**src/rtl/flash_erase_pkg.sv**
```systemverilog
package flash_erase_pkg;

  localparam int unsigned UNLOCK_ADDR_A = 32'h555;
  localparam int unsigned UNLOCK_ADDR_B = 32'h2AA;
  localparam int unsigned UNLOCK_DATA_A = 32'hAA;
  localparam int unsigned UNLOCK_DATA_B = 32'h55;
  localparam int unsigned SETUP_DATA    = 32'h80;
  localparam int unsigned CHIP_ERASE_DATA = 32'h10;

  localparam int unsigned POLL_BIT   = 7;
  localparam int unsigned TOGGLE_BIT = 6;
  localparam int unsigned ALT_TOGGLE_BIT = 2;

  typedef enum logic [2:0] {
    SQ_IDLE  = 3'd0,
    SQ_KEY1  = 3'd1,
    SQ_KEY2  = 3'd2,
    SQ_ARMED = 3'd3,
    SQ_KEY3  = 3'd4,
    SQ_KEY4  = 3'd5
  } seq_state_e;

  typedef enum logic [1:0] {
    PH_IDLE   = 2'd0,
    PH_ZERO   = 2'd1,
    PH_CHECK  = 2'd2,
    PH_ERASE  = 2'd3
  } phase_e;

endpackage

```
**src/rtl/fe_rst_sync.sv**
```systemverilog
module fe_rst_sync #(
  parameter int unsigned STAGES = 2
) (
  input  logic clk,
  input  logic rst_n,
  output logic srst_n
);

  logic [STAGES-1:0] sync_q;

  always_ff @(posedge clk or negedge rst_n) begin
    if (!rst_n) begin
      sync_q <= '0;
    end else begin
      sync_q <= {sync_q[STAGES-2:0], 1'b1};
    end
  end

  assign srst_n = sync_q[STAGES-1];

endmodule

```
**src/rtl/fe_cmd_seq.sv**
```systemverilog
module fe_cmd_seq
  import flash_erase_pkg::*;
#(
  parameter int unsigned AW = 12,
  parameter int unsigned DW = 8
) (
  input  logic          clk,
  input  logic          srst_n,
  input  logic          wr_en,
  input  logic [AW-1:0] wr_addr,
  input  logic [DW-1:0] wr_data,
  input  logic          busy,
  output logic          start,
  output seq_state_e    state
);

  seq_state_e    state_q, state_n;
  logic [AW-1:0] exp_addr;
  logic [DW-1:0] exp_data;
  logic          hit;

  // expected write for the current step
  always_comb begin
    exp_addr = AW'(UNLOCK_ADDR_A);
    exp_data = DW'(UNLOCK_DATA_A);
    case (state_q)
      SQ_IDLE:  begin exp_addr = AW'(UNLOCK_ADDR_A); exp_data = DW'(UNLOCK_DATA_A); end
      SQ_KEY1:  begin exp_addr = AW'(UNLOCK_ADDR_B); exp_data = DW'(UNLOCK_DATA_B); end
      SQ_KEY2:  begin exp_addr = AW'(UNLOCK_ADDR_A); exp_data = DW'(SETUP_DATA);    end
      SQ_ARMED: begin exp_addr = AW'(UNLOCK_ADDR_A); exp_data = DW'(UNLOCK_DATA_A); end
      SQ_KEY3:  begin exp_addr = AW'(UNLOCK_ADDR_B); exp_data = DW'(UNLOCK_DATA_B); end
      SQ_KEY4:  begin exp_addr = AW'(UNLOCK_ADDR_A); exp_data = DW'(CHIP_ERASE_DATA); end
      default:  begin exp_addr = AW'(UNLOCK_ADDR_A); exp_data = DW'(UNLOCK_DATA_A); end
    endcase
  end

  assign hit = (wr_addr == exp_addr) && (wr_data == exp_data);

  // next-state
  always_comb begin
    state_n = state_q;
    start   = 1'b0;
    if (busy) begin
      state_n = SQ_IDLE;
    end else if (wr_en) begin
      if (!hit) begin
        state_n = SQ_IDLE;
      end else begin
        case (state_q)
          SQ_IDLE:  state_n = SQ_KEY1;
          SQ_KEY1:  state_n = SQ_KEY2;
          SQ_KEY2:  state_n = SQ_ARMED;
          SQ_ARMED: state_n = SQ_KEY3;
          SQ_KEY3:  state_n = SQ_KEY4;
          SQ_KEY4: begin
            state_n = SQ_IDLE;
            start   = 1'b1;
          end
          default:  state_n = SQ_IDLE;
        endcase
      end
    end
  end

  // register
  always_ff @(posedge clk or negedge srst_n) begin
    if (!srst_n) begin
      state_q <= SQ_IDLE;
    end else begin
      state_q <= state_n;
    end
  end

  assign state = state_q;

endmodule

```
**src/rtl/fe_erase_engine.sv**
```systemverilog
module fe_erase_engine
  import flash_erase_pkg::*;
#(
  parameter int unsigned DEPTH = 16,
  parameter int unsigned DW    = 8,
  localparam int unsigned IW   = $clog2(DEPTH)
) (
  input  logic          clk,
  input  logic          srst_n,
  input  logic          start,
  input  logic [DW-1:0] chk_word,
  output logic [IW-1:0] idx,
  output logic          arr_we,
  output logic [DW-1:0] arr_wdata,
  output logic          busy,
  output logic          err
);

  localparam logic [IW-1:0] LAST_IDX = IW'(DEPTH - 1);

  phase_e        phase_q, phase_n;
  logic [IW-1:0] idx_q, idx_n;
  logic          err_q, err_n;
  logic          at_last;

  assign at_last = (idx_q == LAST_IDX);

  // next-state
  always_comb begin
    phase_n   = phase_q;
    idx_n     = idx_q;
    err_n     = err_q;
    arr_we    = 1'b0;
    arr_wdata = '0;
    case (phase_q)
      PH_IDLE: begin
        if (start) begin
          phase_n = PH_ZERO;
          idx_n   = '0;
          err_n   = 1'b0;
        end
      end
      PH_ZERO: begin
        arr_we    = 1'b1;
        arr_wdata = '0;
        idx_n     = at_last ? '0 : idx_q + 1'b1;
        if (at_last) phase_n = PH_CHECK;
      end
      PH_CHECK: begin
        if (chk_word != '0) err_n = 1'b1;
        idx_n = at_last ? '0 : idx_q + 1'b1;
        if (at_last) phase_n = PH_ERASE;
      end
      PH_ERASE: begin
        arr_we    = 1'b1;
        arr_wdata = '1;
        idx_n     = at_last ? '0 : idx_q + 1'b1;
        if (at_last) phase_n = PH_IDLE;
      end
      default: phase_n = PH_IDLE;
    endcase
  end

  // registers
  always_ff @(posedge clk or negedge srst_n) begin
    if (!srst_n) begin
      phase_q <= PH_IDLE;
      idx_q   <= '0;
      err_q   <= 1'b0;
    end else begin
      phase_q <= phase_n;
      idx_q   <= idx_n;
      err_q   <= err_n;
    end
  end

  assign idx  = idx_q;
  assign busy = (phase_q != PH_IDLE);
  assign err  = err_q;

endmodule

```
**src/rtl/fe_word_array.sv**
```systemverilog
module fe_word_array #(
  parameter int unsigned DEPTH = 16,
  parameter int unsigned DW    = 8,
  localparam int unsigned IW   = $clog2(DEPTH)
) (
  input  logic          clk,
  input  logic          we,
  input  logic [IW-1:0] widx,
  input  logic [DW-1:0] wdata,
  input  logic [IW-1:0] ridx_a,
  output logic [DW-1:0] rdata_a,
  input  logic [IW-1:0] ridx_b,
  output logic [DW-1:0] rdata_b
);

  // non-volatile contents: deliberately not cleared by reset
  logic [DW-1:0] cells [DEPTH];

  always_ff @(posedge clk) begin
    if (we) begin
      cells[widx] <= wdata;
    end
  end

  assign rdata_a = cells[ridx_a];
  assign rdata_b = cells[ridx_b];

endmodule

```
**src/rtl/fe_read_port.sv**
```systemverilog
module fe_read_port
  import flash_erase_pkg::*;
#(
  parameter int unsigned DW = 8
) (
  input  logic          clk,
  input  logic          srst_n,
  input  logic          rd_en,
  input  logic          busy,
  input  logic [DW-1:0] arr_word,
  output logic [DW-1:0] rdata
);

  logic [DW-1:0] rdata_q, rdata_n;
  logic          tog_q, tog_n;
  logic [DW-1:0] status_word;

  always_comb begin
    status_word                 = '0;
    status_word[POLL_BIT]       = 1'b0;
    status_word[TOGGLE_BIT]     = tog_q;
    status_word[ALT_TOGGLE_BIT] = tog_q;
  end

  // next-state
  always_comb begin
    rdata_n = rdata_q;
    tog_n   = tog_q;
    if (rd_en) begin
      if (busy) begin
        rdata_n = status_word;
        tog_n   = ~tog_q;
      end else begin
        rdata_n = arr_word;
      end
    end
  end

  // registers
  always_ff @(posedge clk or negedge srst_n) begin
    if (!srst_n) begin
      rdata_q <= '0;
      tog_q   <= 1'b0;
    end else begin
      rdata_q <= rdata_n;
      tog_q   <= tog_n;
    end
  end

  assign rdata = rdata_q;

endmodule

```
**src/rtl/flash_erase_ctrl.sv**
```systemverilog
module flash_erase_ctrl
  import flash_erase_pkg::*;
#(
  parameter int unsigned AW    = 12,
  parameter int unsigned DW    = 8,
  parameter int unsigned DEPTH = 16,
  localparam int unsigned IW   = $clog2(DEPTH)
) (
  input  logic          clk,
  input  logic          rst_n,
  input  logic          bus_we,
  input  logic          bus_re,
  input  logic [AW-1:0] bus_addr,
  input  logic [DW-1:0] bus_wdata,
  output logic [DW-1:0] bus_rdata,
  output logic          ready_o,
  output logic          err_o
);

  logic          srst_n;
  logic          start;
  seq_state_e    seq_state;
  logic          busy;
  logic [IW-1:0] eng_idx;
  logic          arr_we;
  logic [DW-1:0] arr_wdata;
  logic [DW-1:0] chk_word;
  logic [DW-1:0] host_word;

  fe_rst_sync #(.STAGES(2)) u_rst (
    .clk    (clk),
    .rst_n  (rst_n),
    .srst_n (srst_n)
  );

  fe_cmd_seq #(.AW(AW), .DW(DW)) u_seq (
    .clk     (clk),
    .srst_n  (srst_n),
    .wr_en   (bus_we),
    .wr_addr (bus_addr),
    .wr_data (bus_wdata),
    .busy    (busy),
    .start   (start),
    .state   (seq_state)
  );

  fe_erase_engine #(.DEPTH(DEPTH), .DW(DW)) u_eng (
    .clk       (clk),
    .srst_n    (srst_n),
    .start     (start),
    .chk_word  (chk_word),
    .idx       (eng_idx),
    .arr_we    (arr_we),
    .arr_wdata (arr_wdata),
    .busy      (busy),
    .err       (err_o)
  );

  fe_word_array #(.DEPTH(DEPTH), .DW(DW)) u_arr (
    .clk     (clk),
    .we      (arr_we),
    .widx    (eng_idx),
    .wdata   (arr_wdata),
    .ridx_a  (eng_idx),
    .rdata_a (chk_word),
    .ridx_b  (bus_addr[IW-1:0]),
    .rdata_b (host_word)
  );

  fe_read_port #(.DW(DW)) u_rd (
    .clk      (clk),
    .srst_n   (srst_n),
    .rd_en    (bus_re),
    .busy     (busy),
    .arr_word (host_word),
    .rdata    (bus_rdata)
  );

  assign ready_o = ~busy;

endmodule

```
**config.mk**
```make
export PLATFORM = sky130hd
export DESIGN_NAME = flash_erase_ctrl
export DESIGN_NICKNAME = d
export VERILOG_FILES = /design/src/rtl/flash_erase_pkg.sv /design/src/rtl/fe_rst_sync.sv /design/src/rtl/fe_cmd_seq.sv /design/src/rtl/fe_erase_engine.sv /design/src/rtl/fe_word_array.sv /design/src/rtl/fe_read_port.sv /design/src/rtl/flash_erase_ctrl.sv
export SDC_FILE = /design/constraint.sdc
export NUM_CORES = 1
export LEC_CHECK = 0
export BUFFER_PORTS_ARGS = -buffer_cell sky130_fd_sc_hd__buf_2
export CAP_MARGIN = 20
export CORE_MARGIN = 2
export CORE_UTILIZATION = 30
export DETAILED_ROUTE_END_ITERATION = 16
export GPL_ROUTABILITY_DRIVEN = 1
export GPL_TIMING_DRIVEN = 0
export PLACE_DENSITY_LB_ADDON = 0.12
export SYNTH_ARGS = -nofsm -noshare
export SYNTH_HDL_FRONTEND = slang
export SYNTH_SLANG_ARGS = --single-unit
```
**constraint.sdc**
```tcl
create_clock -name clk -period 1.4 [get_ports clk]
set_input_delay 0.07 -clock clk [delete_from_list [all_inputs] [get_ports clk]]
set_output_delay 0.07 -clock clk [all_outputs]
set_load 0.1 [all_outputs]
```
; After elaboration in Yosys (flattened, before gate mapping)
; Memory sizes are Yosys's and may differ from the RTL's.
; Cells that the tools add are included.
[op_classes]
add_sub_neg = 1
eq_ne = 16
mux = 26
bitwise_logic = 2
n_reduce_logical = 13
[op_table]
columns = operator, count
row1 = $pmux 8 s3, 1
row2 = $mux 8, 2
row3 = $pmux 3 s5, 1
row4 = $eq 12x11->1, 1
row5 = $mux 11, 1
row6 = $mux 1, 9
row7 = $mux 3, 3
row8 = $eq 8x8->1, 1
row9 = $mux 2, 4
row10 = $mux 4, 2
row11 = $ne 2x1->1 const B, 4
row12 = $pmux 2 s4, 1
row13 = $pmux 4 s2, 1
row14 = $reduce_bool 8->1, 1
row15 = $eq 3x2->1 const B, 2
row16 = $eq 3x3->1 const B, 2
row17 = $reduce_bool 2->1, 3
row18 = $add 4x1->4 const B, 1
row19 = $eq 2x2->1 const B, 2
row20 = $eq 4x4->1 const B, 1
row21 = $reduce_and 4->1, 1
row22 = $reduce_or 2->1, 2
row23 = $eq 3x1->1 const B, 1
row24 = $logic_not 3->1, 1
row25 = other kinds (9), 10
[totals]
register_bits = 21
mem_bits_rw = 128
in_bits = 24
output_inout_bits = 10
word_cells = 66
memories = 1
[memory_table]
columns = name, words, word_bits, read_ports, rd_ports_with_merged_regs, write_ports, line_no
row1 = u_arr.cells, 16, 8, 2, 0, 1, fe_word_array.sv:17  ; logic [DW-1:0] cells [DEPTH];

; Longest topological paths before layout
[logic_depth]
word_depth = 10
depth_mapped = 7
depth_no_buf = 7

; Cells and area by module
; Synthesis repeated with hierarchy kept, for this count alone.
[unflattened]
cells_unflattened = 437
area_unflattened_um2 = 7355.8
[by_module_without_submodules]
columns = module, n_inst, cells_each, area_per_inst_um2, seq_area_each_um2
row1 = fe_word_array, 1, 291, 6024.5, 3843.7
row2 = fe_erase_engine, 1, 53, 488.0, 175.2
row3 = fe_cmd_seq, 1, 54, 396.6, 75.1
row4 = fe_read_port, 1, 35, 389.1, 225.2
row5 = fe_rst_sync, 1, 3, 53.8, 50.0
row6 = flash_erase_ctrl, 1, 1, 3.8, 0.0

; Worst setup path before layout
; OpenSTA, ideal clock, no wires.
[synth_timing]
kind = register to register
from = reg u_eng.phase_q[0]
to = reg u_eng.err_q, in the netlist u_eng.err
setup_ns = 0.190
t_arrival_ns = 2.116
t_required_ns = 1.210
slack_ns = -0.906
path_stages_with_launch = 7
path_buffers = 1
period_less_slack_ns = 2.306
path_cell_list = dfrtp_1 -> inv_1 -> ha_1 -> inv_1 -> clkbuf_1 -> a311oi_1 -> a311oi_1
[synth_between]
elab_chain_len = 4
word_cells_on_any_way = 9
cone_classes = eq/ne (3) / mux (2) / reduce/logical (4)
[synth_rtl]
columns = item, line_no
row1 = from (decl), fe_erase_engine.sv:21  ; phase_e phase_q, phase_n;
row2 = from (signal assigned), fe_erase_engine.sv:71  ; phase_q <= phase_n;
row3 = $reduce_bool 2->1, fe_erase_engine.sv:78  ; assign busy = (phase_q != PH_IDLE);
row4 = $mux 1, fe_cmd_seq.sv:43  ; if (busy) begin
row5 = $ne 2x2->1 (no source line), --
row6 = $reduce_and 3->1 (no source line), --
row7 = to (signal assigned), fe_erase_engine.sv:73  ; err_q <= err_n;
row8 = to (decl), fe_erase_engine.sv:23  ; logic err_q, err_n;
; Several ways; a longest one is shown, not always the timed one.
; A chain may end at the register's enable or synchronous reset.

; Worst setup path in the final report
[layout_timing]
from = reg u_eng.idx_q[0], in the netlist u_eng.idx[0]
to = reg u_eng.err_q, in the netlist u_eng.err
[layout_between]
elab_chain_len = 4
[layout_rtl]
columns = item, line_no
row1 = from (decl), fe_erase_engine.sv:22  ; logic [IW-1:0] idx_q, idx_n;
row2 = from (signal assigned), fe_erase_engine.sv:72  ; idx_q <= idx_n;
row3 = $mem_v2 16x8, --
row4 = $reduce_bool 8->1, fe_erase_engine.sv:50  ; if (chk_word != '0) err_n = 1'b1;
row5 = $ne 2x1->1 (no source line), --
row6 = $reduce_and 3->1 (no source line), --
; Every way passes these cells.

==> reports/summary.txt <==
slew margin rel. = 0.6280
Least-Margin Pin Slew = 0.5580 ns
Slew Limit Fails = 0
Skew-Pair Late Insertion Delay = 0.28 ns
Worst setup EP type = register
GRT Residual Overflow = 0
outcome = finished, violations left
Rows = 29
die area = 7251 sq um
critical path class = reg2reg
synth unique cells = 45
Port Buffer Count = 32
Sw Ratio = 0.2330
global-route wire length before repair = 7.928 mm
Hold Crit Depth = 2
top post-synthesis cells by area = edfxtp_1 24%, dfrtp_1 19%, mux4_2 6.8%, mux4_1 5.3%, ha_1 5.1%
Arr. time, crit path = 1.98 ns
Synth top area share = 0.2432
Die Ht = 85.15 um
Yosys top cell by area = edfxtp_1
hpwl dp = 3.292 mm
final net count = 275
Root Driver = clkbuf_8
power share of the clock group = 0.369
Tcrit/Tclk final = 1.297
RSZ-0062 raised after global routing = true
Ports = 34
hold_sp = bus_re
Setup-failing EPs final = 28
Mapped Area = 1976 sq um
clk sink count = 31
GRT Util Overall = 0.1418
DRT iter0 DRCs = 103
clk_skew = 0.007379 ns
NetSw = 416.8 uW
Die Wd = 85.15 um
Req. time, crit path = 1.56 ns
Int Pwr = 1372 uW
Synth Instances = 173
syn nets = 205
ANT nets after route = 0
Starting Density = 0.3111
sequential power share = 0.555
commonest cells in the netlist = 16 x edfxtp_1, 15 x and2_1, 15 x dfrtp_1
Yosys reg bits = 31
Max VDD drop = 0.0003020 V
Layout Utilization = 0.4451
DRC violations left = 0
H-tree depth = 2
Num CTS Buffers = 5
RR Startpoint = u_eng.idx[0]
Post-synth EDFFs = 16
Final GP Congestion = 0.7270
non-filler cells, final = 321
TNS Setup = -5.520 ns
Synth async-reset ratio = 0.4839
final WL = 4.778 mm
Final Hold Fails = 0
P per Cell Area = 633.0 nW/um^2
Min Clock Period, post-route = 1.816 ns
WHS = 0.02673 ns
R2R depth = 5
Post-Place Worst Slack = -0.6259 ns
largest net degree at the start of global routing = 14
syn_area_per_cell = 11.42 sq um
FILL cells = 609
setup slack after layout = -0.4162 ns
Setup crit start = u_eng.idx[0]
CP cell instances = buf_6, mux4_2, mux4_2, a21oi_2, a311oi_1
routed wire length per instance = 14.88 um
CP startpoint kind = register
initial antenna violation count = 0
failing checks = negative setup slack
Comb power frac = 0.076
vias in the first global route = 1675
Hold Crit Class = in2reg
count leader, synth = edfxtp_1
Reg clk slew, reported paths = 0.07 ns
TritonRoute pass-1 iters = 4
P_leak = 0.001193 uW
drt via density = 5.003
dpl cells = 282
CTS tree = yes
via count = 1606
fmax = 550.6 MHz
Critical-path top delay cell = mux4_2
layout cells sized above 1 = 0.5656
Ys Warns = 0
P&R area growth vs syn = 43.07%
Critical Path Most Common Cell = mux4_2
Critical Path Fanout Max = 5
core region area = 6350 sq um
clock buffer depth = 2
Main synth FF type = edfxtp_1
sequential share of the synthesized area = 0.4332
antenna cell count = 0
CP max stage delay = 0.51 ns
MaxCap Viol Count = 0
[area by class of cell]
type	instances	area, sq um	area share
buffer	11	101.3	0.03586
multi-input combinational	121	1195	0.4228
inverter	8	33.78	0.01195
clock buffer	6	72.57	0.02568
tap	77	96.34	0.03409
clock inverter	2	7.507	0.002656
sequential	31	864.6	0.3059
timing repair buffer	65	455.4	0.1611
[placed cells by master (no fill, tap or decap), types with 4 or more instances in the layout]
cell type	synthesis	final
ha_4	0	5
inv_1	8	5
nor4bb_1	4	4
and2_4	0	8
nand4_1	6	6
nand2_1	12	10
and2_1	15	7
buf_6	1	11
buf_4	9	31
dfrtp_1	15	8
mux4_2	6	10
buf_2	0	31
edfxtp_1	16	16
dfrtp_2	0	7
clkbuf_8	0	5
nor2_1	10	7
[flip-flops by register name (all words and copies together), names as in the netlist]
register / count
u_eng.phase_q: 2
u_seq.state: 3
u_arr.cells: 16
u_eng.err: 1
u_rd.rdata: 2
u_eng.idx: 4
u_rst.sync_q: 2
u_rd.tog_q: 1
[worst max-delay path, delay by kind of cell, from the launching register on]
kind / cells / cell delay (ns)
mux: 2 / 1.01
buf+inv: 1 / 0.14
flops: 1 / 0.36
compound gates: 2 / 0.18
[logic make-up (layout without fill, tap and decap cells)]
kind of cell               after synthesis  in the layout  synth area share
and+or+nand+nor                         67             67            0.1951
adders and majority gates                8              8           0.05067
xor gates and xnor gates                 5              5           0.02217
muxes                                   10             10            0.1216
AOI/OAI and AO/OA                       30             30            0.1146
DFF                                     31             31            0.4332
buffers and inverters                   21             92           0.06080
other                                    1              1          0.001898
[routing by layer]
layer	global-route usage	share of wire	routed length [um]	vias to the layer above
met5	0	0	0	-
met1	0.1814	0.44	2121	779
met2	0.2301	0.50	2377	33
li1	-	-	-	784
met3	0.03405	0.037	179	10
met4	0.05916	0.021	100	0
[per-stage QoR]
| step | area [sq um] | power (uW) |
|---|---|---|
| 6_report | 2826 | 1789 |
| 4_1_cts | 2725 | 1813 |
| 3_5_place_dp | 2295 | 1142 |
| 2_1_floorplan | 2038 | 1085 |
| 3_3_place_gp | 2295 | 1142 |
| 5_1_grt | 2826 | 1878 |
[final timing paths]
kind,endpoint,slack (ns)
hold reg to reg,u_eng.idx[0],0.22
max in group asynchronous,u_eng.idx[1],0.77
setup reg to reg,u_eng.err,-0.42
hold / removal,u_rd.rdata[5],0.03
setup / recovery,u_eng.err,-0.42
min in group asynchronous,u_rst.sync_q[0],0.10
[power groups by stage]
| stage | clock network [uW] | logic [uW] | registers (uW) |
|---|---|---|---|
| after detailed placement | 0 | 131 | 1010 |
| after global routing | 734 | 148 | 996 |
| after floorplan | 0 | 64.4 | 1020 |
| after CTS | 683 | 136 | 993 |
| final | 660 | 137 | 992 |
| after global placement | 0 | 131 | 1010 |
[what timing repair did]
| item | CTS | global route |
|---|---|---|
| buffers inserted | 25 | 9 |
| hold buffers | 1 | 0 |
| resized for setup | 41 | 14 |
| setup endpoints to repair | 30 | 30 |
| endpoints found under the hold margin | 2 | 0 |
| pin swaps | 24 | 11 |
Power figures use the tool's default switching activity.
